==> src/rtl/hzc_pkg.sv <==
package hzc_pkg;
  localparam int INSTR_W = 32;
  localparam int OP_W    = 6;
  localparam int REG_W   = 5;
  localparam int OP_LSB  = INSTR_W - OP_W;
  localparam int RS_LSB  = OP_LSB - REG_W;
  localparam int RT_LSB  = RS_LSB - REG_W;

  typedef logic [OP_W-1:0]    op_t;
  typedef logic [REG_W-1:0]   reg_t;
  typedef logic [INSTR_W-1:0] instr_t;

  localparam op_t OP_RR   = 6'h00;
  localparam op_t OP_JUMP = 6'h02;
  localparam op_t OP_BEQ  = 6'h04;
  localparam op_t OP_LOAD = 6'h23;
  localparam op_t OP_STOR = 6'h2B;

  // first source field is a real operand for everything but a jump
  function automatic logic reads_src_a(input op_t op);
    return op != OP_JUMP;
  endfunction

  // second source field is an operand only for these three formats
  function automatic logic reads_src_b(input op_t op);
    return (op == OP_RR) || (op == OP_BEQ) || (op == OP_STOR);
  endfunction

  // a real dependency needs a used source and a nonzero matching target
  function automatic logic dep_hit(input reg_t src, input logic used, input reg_t dst);
    return used && (dst != '0) && (src == dst);
  endfunction
endpackage

==> src/rtl/hzc_decode.sv <==
module hzc_decode
  import hzc_pkg::*;
(
  input  logic [INSTR_W-1:RT_LSB] instr_hi,
  output op_t                     op,
  output reg_t                    src_a,
  output reg_t                    src_b,
  output logic                    src_a_used,
  output logic                    src_b_used,
  output logic                    is_branch
);
  assign op         = instr_hi[INSTR_W-1:OP_LSB];
  assign src_a      = instr_hi[OP_LSB-1:RS_LSB];
  assign src_b      = instr_hi[RS_LSB-1:RT_LSB];
  assign src_a_used = reads_src_a(op);
  assign src_b_used = reads_src_b(op);
  assign is_branch  = (op == OP_BEQ);
endmodule

==> src/rtl/hzc_load_use.sv <==
module hzc_load_use
  import hzc_pkg::*;
(
  input  reg_t src_a,
  input  reg_t src_b,
  input  logic src_a_used,
  input  logic src_b_used,
  input  op_t  ex_op,
  input  reg_t ex_rd,
  output logic hit
);
  logic ex_is_load;
  assign ex_is_load = (ex_op == OP_LOAD);
  assign hit = ex_is_load &&
               (dep_hit(src_a, src_a_used, ex_rd) || dep_hit(src_b, src_b_used, ex_rd));
endmodule

==> src/rtl/hzc_branch_dep.sv <==
module hzc_branch_dep
  import hzc_pkg::*;
#(
  parameter int NSRC = 2
) (
  input  logic                       is_branch,
  input  logic [NSRC-1:0][REG_W-1:0] srcs,
  input  logic [NSRC-1:0]            used,
  input  reg_t                       ex_rd,
  input  op_t                        mem_op,
  input  reg_t                       mem_rd,
  output logic                       ex_hit,
  output logic                       mem_hit
);
  logic [NSRC-1:0] ex_m, mem_m;
  logic            mem_is_load;

  assign mem_is_load = (mem_op == OP_LOAD);

  for (genvar g = 0; g < NSRC; g++) begin : g_src
    // execute-stage result is never ready for a decode-stage compare
    assign ex_m[g]  = dep_hit(srcs[g], used[g], ex_rd);
    // memory-stage result is forwardable unless it comes from a load
    assign mem_m[g] = mem_is_load && dep_hit(srcs[g], used[g], mem_rd);
  end

  assign ex_hit  = is_branch && (|ex_m);
  assign mem_hit = is_branch && (|mem_m);
endmodule

==> src/rtl/hazard_stall_ctl.sv <==
module hazard_stall_ctl
  import hzc_pkg::*;
(
  input  logic [31:0] id_instr,
  input  logic [5:0]  ex_op,
  input  logic [4:0]  ex_rd,
  input  logic [5:0]  mem_op,
  input  logic [4:0]  mem_rd,
  output logic        pc_write,
  output logic        ifid_write,
  output logic        id_ex_bubble
);
  op_t  dec_op;
  reg_t dec_a, dec_b;
  logic dec_a_used, dec_b_used, dec_branch;
  logic load_use_hit, br_ex_hit, br_mem_hit, stall;
  wire  unused_low_bits = ^id_instr[RT_LSB-1:0];

  hzc_decode u_dec (
    .instr_hi   (id_instr[INSTR_W-1:RT_LSB]),
    .op         (dec_op),
    .src_a      (dec_a),
    .src_b      (dec_b),
    .src_a_used (dec_a_used),
    .src_b_used (dec_b_used),
    .is_branch  (dec_branch)
  );

  hzc_load_use u_lu (
    .src_a      (dec_a),
    .src_b      (dec_b),
    .src_a_used (dec_a_used),
    .src_b_used (dec_b_used),
    .ex_op      (ex_op),
    .ex_rd      (ex_rd),
    .hit        (load_use_hit)
  );

  hzc_branch_dep #(.NSRC(2)) u_br (
    .is_branch (dec_branch),
    .srcs      ({dec_b, dec_a}),
    .used      ({dec_b_used, dec_a_used}),
    .ex_rd     (ex_rd),
    .mem_op    (mem_op),
    .mem_rd    (mem_rd),
    .ex_hit    (br_ex_hit),
    .mem_hit   (br_mem_hit)
  );

  assign stall        = load_use_hit | br_ex_hit | br_mem_hit;
  assign pc_write     = ~stall;
  assign ifid_write   = ~stall;
  assign id_ex_bubble = stall;
endmodule

==> config.mk <==
export PLATFORM = sky130hd
export DESIGN_NAME = hazard_stall_ctl
export DESIGN_NICKNAME = d
export VERILOG_FILES = /design/src/rtl/hzc_pkg.sv /design/src/rtl/hzc_decode.sv /design/src/rtl/hzc_load_use.sv /design/src/rtl/hzc_branch_dep.sv /design/src/rtl/hazard_stall_ctl.sv
export SDC_FILE = /design/constraint.sdc
export NUM_CORES = 1
export LEC_CHECK = 0
export ABC_AREA = 1
export BUFFER_PORTS_ARGS = -buffer_cell sky130_fd_sc_hd__buf_4
export CAP_MARGIN = 20
export CORE_MARGIN = 4
export CORE_UTILIZATION = 31
export DETAILED_ROUTE_END_ITERATION = 12
export PLACE_DENSITY = 0.81
export SYNTH_ARGS = -nofsm -noshare
export SYNTH_HDL_FRONTEND = slang
export SYNTH_SLANG_ARGS = --single-unit
export TNS_END_PERCENT = 30
==> constraint.sdc <==
create_clock -name vclk -period 1
set_input_delay 0.2 -clock vclk [all_inputs]
set_output_delay 0.2 -clock vclk [all_outputs]
set_load 0.05 [all_outputs]
==> impl_metrics.csv, run 1 <==
group,metric,value,unit
run_status,run_status,"complete, but fails checks",
run_status,violated_checks,"negative setup slack",
cells_and_area,seq_cells,0,
setup_path,cp.depth,10,
synthesis,synthCells,84,
synthesis,synth_top_area_share,19.23,%
setup_path,maximum_net_fanout_on_the_critical_path,4,
synthesis,post-synth-top-area-cell,"sky130_fd_sc_hd__xnor2_1",
synthesis,post_synth_most_frequent_cells,"sky130_fd_sc_hd__nand2_1 (23), sky130_fd_sc_hd__nor2_1 (13), sky130_fd_sc_hd__xnor2_1 (10), sky130_fd_sc_hd__inv_1 (8), sky130_fd_sc_hd__xor2_1 (7)",
synthesis,synth-seq-area-share,0,%
timing,final.setup.tns,-1046,ps
die,fp.dieW,46.33,um
routing,num_vias,668,
cells_and_area,finalInstanceArea,949.7,sq um
routing,drtAntennaViolNets,0,
grt,globalRouteOverflowTotal,0,
timing,final_critical_path_setup_slack,-353.9,ps
cells_and_area,flow.area_growth_from_synthesis,108.5,%
setup_path,critical_path_required,800,ps
pwr,post-layout-total-power,0.3450,mW
setup_path,timing.critical_path.arrival,1150,ps
placed_design,portBuffers,41,
die,floorplan.initialDensity,33.73,%
synthesis,postSynthAreaPerCell,5.422,sq um
worst_hold_path,timing.hold.worst_path_depth,7,
synthesis,netlist_area_pre_place,455.4,sq um
placed_design,post-place-ws,-390.8,ps
setup_path,crit_path_start_kind,"primary input",
grt,grt_antenna_before_repair,0,
synthesis,syn-num-nets,138,
die,chipHeight,46.33,um
timing,post-route-period-util,135.4,%
cells_and_area,antenna-diode-count,0,
timing,timing.slew.headroom,90.04,%
routing,drtIter0Drc,8,
setup_path,timing.critical_path.slowest_cell_delay,140,ps
die,core_area,1350,sq um
routing,drt_wl_total,1.639,mm
grt,grt_use_total,14.49,%
pwr,power-per-cell-area,363.3,nW/um^2
die,dieArea,2146,sq um
timing,final_min_period,1354,ps
routing,drcViolationCount,0,
setup_path,critPathMostFrequentCell,"sky130_fd_sc_hd__nand2_1",
placed_design,place_hpwl,1.335,mm
timing,whs,953.5,ps
routing,detail_route.vias_per_cell,4.771,
grt,grt_pass1_wl,2.332,mm
routing,avgRoutedWirePerCell,11.71,um
worst_hold_path,hold_class,"in -> out",
synthesis,ys_warn_count,0,
pwr,power_leakage,0.4921,nW
setup_path,crit_type,"in -> out",
timing,transition_time_at_the_pin_with_the_least_slew_margin,148.3,ps
cells_and_area,final_layout_size_suffix_gt1_share,52.80,%
setup_path,critPathCaptureType,"primary output",
placed_design,postPlaceCellArea,805.8,sq um
pwr,vdd_drop_max,0.2598,mV
routing,drtPass1Iterations,3,
timing,timing.final.setup_violations,3,
synthesis,yosys.cell_count.top_type,"sky130_fd_sc_hd__nand2_1",
placed_design,gpl_congestion,0.7984,
die,i_o_pins,57,
grt,grt_max_degree,5,
timing,finalHoldViolations,0,
setup_path,library_cell_contributing_the_largest_single_delay_on_the_critical_path,"sky130_fd_sc_hd__buf_4",
setup_path,worstPathBufferInverterCount,3,
timing,timing.fmax,0.7386,GHz
cells_and_area,ff_latch_area,0,sq um
setup_path,worst_path_dominant_cell_family,"simple AND/OR/NAND/NOR gates",
synthesis,synth.distinct_cells,17,
die,fp-row-count,13,
grt,grt_pass1_vias,612,
cells_and_area,num-clock-buffers,0,
setup_path,path_cells,"buf_4, xnor2_2, nand2_1, nor2_1, nand2_1, nand2_1, nand2_2, nand2_8, inv_8, buf_8",
job,maxCapViolCount,0,
cells_and_area,num-nets-final,181,
timing,setup_repair_after_global_routing_missed_its_margin,"yes",
timing,slew_viol_final,0,
synthesis,post_synth_main_area_contributors,"sky130_fd_sc_hd__xnor2_1 (19%), sky130_fd_sc_hd__nand2_1 (19%), sky130_fd_sc_hd__xor2_1 (13%)",
power breakdown:
part           internal, mW  switching [mW]
clock network             0               0
logic                 0.205           0.140
registers                 0               0
total                 0.205           0.140
layout by cell type (no fill, tap or decap), drive strengths merged:
master / Yosys / final
a21oi: 2 / 2
and2: 1 / 1
buf: 1 / 42
inv: 10 / 10
nand2: 26 / 26
nand3: 4 / 4
nand3b: 3 / 3
nand4: 2 / 2
nor2: 15 / 15
nor3: 3 / 3
xnor2: 10 / 10
xor2: 7 / 7
routing by layer:
layer	GRT usage [%]	up-vias	routed length (um)
met5	0	-	0
met4	4.545	0	36
met3	1.172	4	115
met2	28.85	28	924
met1	15.49	293	563
li1	-	343	-
cells by family (layout without fill, tap and decap cells):
family / after synthesis / count (layout) / share of synthesized area (%)
AO/OA/AOI/OAI: 2 / 2 / 3.021
AND/OR/NAND/NOR: 54 / 54 / 54.40
buffers and inverters: 11 / 52 / 9.892
XOR/XNOR: 17 / 17 / 32.69
per-stage QoR:
step / util (%) / instances
global route: 70.34 / 140
detailed placement: 59.68 / 140
CTS: 64.41 / 140
floorplan: - / 84
finish: 70.34 / 140
global placement: 59.68 / 140
final timing paths:
kind | startpoint | endpoint | slack [ps]
worst min-delay path | mem_op[2] | id_ex_bubble | 950
worst max-delay path | ex_rd[2] | ifid_write | -350
tightest hold or removal path, stage by stage:
cell and delay (ps):
sky130_fd_sc_hd__buf_4 70, sky130_fd_sc_hd__nor3_1 40, sky130_fd_sc_hd__nand4_1 80, sky130_fd_sc_hd__nor2_2 50, sky130_fd_sc_hd__nand2_2 100, sky130_fd_sc_hd__nand2_8 70, sky130_fd_sc_hd__buf_6 150
layout make-up:
class | instances | area, sq um
Multi-Input combinational cell | 73 | 510.5
Fill cell | 118 | 400.4
Tap cell | 15 | 18.77
Timing Repair Buffer | 42 | 375.4
Inverter | 10 | 45.04
what timing repair did:
item	4_1_cts	5_1_grt
pin swaps	8	14
hold buffers	0	0
setup endpoints to repair	3	3
setup buffers	0	0
resized for setup	14	19
Power figures use the tool's default switching activity.
==> inputs of run 2 (changes only) <==
- GPL_TIMING_DRIVEN: not set -> 0
==> run 2 against run 1 <==
The run still ends with negative setup slack left; critical path depth is 1 lower; cell area is 2.5% lower; critical endpoint is now pc_write; global-route usage is 0.89 points higher; via count is 3.1% lower; routed wire length is 3.1% lower; count of clock-buffer cells in the layout stayed put; worst setup slack worse by 72 ps.
==> impl_metrics.csv, run 2 (synthesis results as in run 1) <==
group,metric,value,unit
run_status,run_status,"complete, but fails checks",
run_status,violated_checks,"negative setup slack",
setup_path,maximum_net_fanout_on_the_critical_path,2,
cells_and_area,num-nets-final,181,
pwr,power.switching_fraction,41.01,%
routing,avgRoutedWirePerCell,11.34,um
cells_and_area,postLayoutCoreUtil,68.58,%
cells_and_area,flow.area_growth_from_synthesis,103.3,%
setup_path,crit_path_start_kind,"primary input",
placed_design,dp.cells,140,
setup_path,timing.critical_path.arrival,1230,ps
routing,drtAntennaViolNets,0,
cells_and_area,antenna-diode-count,0,
pwr,power.share.clock,0,%
timing,setup_repair_after_global_routing_missed_its_margin,"yes",
timing,slew_viol_final,0,
grt,grt_antenna_before_repair,0,
routing,drtPass1Iterations,2,
setup_path,critical_path_required,800,ps
cells_and_area,ff_latch_area,0,sq um
cells_and_area,commonest_non_fill_non_tap_cell_in_the_layout,"sky130_fd_sc_hd__buf_4",
timing,timing.fmax,0.7015,GHz
timing,finalHoldViolations,0,
die,i_o_pins,57,
timing,final_critical_path_setup_slack,-425.5,ps
pwr,power.share.sequential,0,%
timing,transition_time_at_the_pin_with_the_least_slew_margin,174.8,ps
cells_and_area,num-clock-buffers,0,
placed_design,post-place-ws,-507.0,ps
timing,timing.final.setup_violations,3,
die,fp.dieW,46.33,um
die,core_area,1350,sq um
setup_path,crit_type,"in -> out",
die,chipHeight,46.33,um
timing,post-route-period-util,142.5,%
routing,drt_wl_total,1.588,mm
routing,drcViolationCount,0,
routing,drtIter0Drc,4,
worst_hold_path,hold_class,"in -> out",
setup_path,critPathCaptureType,"primary output",
timing,final_min_period,1425,ps
routing,num_vias,647,
placed_design,portBuffers,41,
job,maxCapViolCount,0,
pwr,power-per-cell-area,359.5,nW/um^2
pwr,power_leakage,0.4851,nW
cells_and_area,finished_layout_cells,140,
placed_design,gpl_congestion,0.8626,
placed_design,place_hpwl,1.317,mm
pwr,pwr-share-comb,100.0,%
pwr,power_switching,0.1365,mW
die,fp-row-count,13,
grt,globalRouteOverflowTotal,0,
cells_and_area,seq_cells,0,
grt,grt_pass1_vias,660,
grt,grt_use_total,15.38,%
cells_and_area,final_layout_size_suffix_gt1_share,50.40,%
grt,grt_pass1_wl,2.525,mm
pwr,power.internal,0.1963,mW
timing,timing.slew.headroom,88.31,%
routing,detail_route.vias_per_cell,4.621,
die,floorplan.initialDensity,33.73,%
pwr,vdd_drop_max,0.2327,mV
grt,grt_max_degree,5,
cells_and_area,top_library_cells_by_usage_in_the_layout_fill_and_taps_aside,"sky130_fd_sc_hd__buf_4 (32), sky130_fd_sc_hd__nand2_1 (22), sky130_fd_sc_hd__nor2_1 (11)",
die,dieArea,2146,sq um
-- run 2: cell counts in the layout (fill, tap and decap cells not counted) --
No cell type changed its count.
-- run 2: layout make-up --
cell class,instances,area [sq um]
Multi-Input combinational cell,73,498.0
Fill cell,122,424.2
Timing Repair Buffer,41,349.1
Inverter,10,45.04
Tap cell,15,18.77
Buffer,1,15.01
-- run 2: final timing paths --
check | start | slack [ps] | end | cells after the start
max | ex_op[3] | -430 | pc_write | 9
min | mem_op[2] | 970 | id_ex_bubble | 7
-- run 2: critical path, cell delays in order --
cell                       delay [ps]
sky130_fd_sc_hd__buf_4            110
sky130_fd_sc_hd__nor3_2           170
sky130_fd_sc_hd__nand3b_1         130
sky130_fd_sc_hd__a21oi_2          160
sky130_fd_sc_hd__nand2_2          100
sky130_fd_sc_hd__nand2_8           80
sky130_fd_sc_hd__inv_8             30
sky130_fd_sc_hd__buf_8            100
sky130_fd_sc_hd__buf_8            140
-- run 2: metal layers --
metal | vias to the layer above | share of wire, % | wire length, um | GRT usage (%)
met1 | 281 | 34 | 532 | 15.33
met4 | 0 | 0 | 0 | 0
met5 | - | 0 | 0 | 0
met2 | 24 | 56 | 892 | 33.79
li1 | 342 | - | - | -
met3 | 0 | 10 | 164 | 1.953
-- run 2: what timing repair did --
action                     in CTS  in global routing
pin swaps                      24                  5
setup buffers                   0                  0
hold endpoints to repair        0                  0
hold buffers                    0                  0
setup endpoints to repair       3                  3
gates resized for setup        23                  1
-- run 2: power groups by stage --
stage,clock network [mW],registers [mW],logic (mW)
floorplan,0,0,0.117
global placement,0,0,0.274
detailed placement,0,0,0.282
CTS,0,0,0.328
global route,0,0,0.362
finish,0,0,0.333
-- run 2: per-stage QoR --
stage          power [mW]  instance area, sq um  setup TNS [ps]  hold WS [ps]
3_3_place_gp       0.2744                 813.3           -1199         980.7
4_1_cts            0.3281                 923.4           -1142         979.6
2_1_floorplan      0.1167                 486.7          -462.5         713.8
6_report           0.3328                 925.9           -1155         971.5
3_5_place_dp       0.2823                 813.3           -1317         978.7
5_1_grt            0.3617                 925.9           -1395          1011
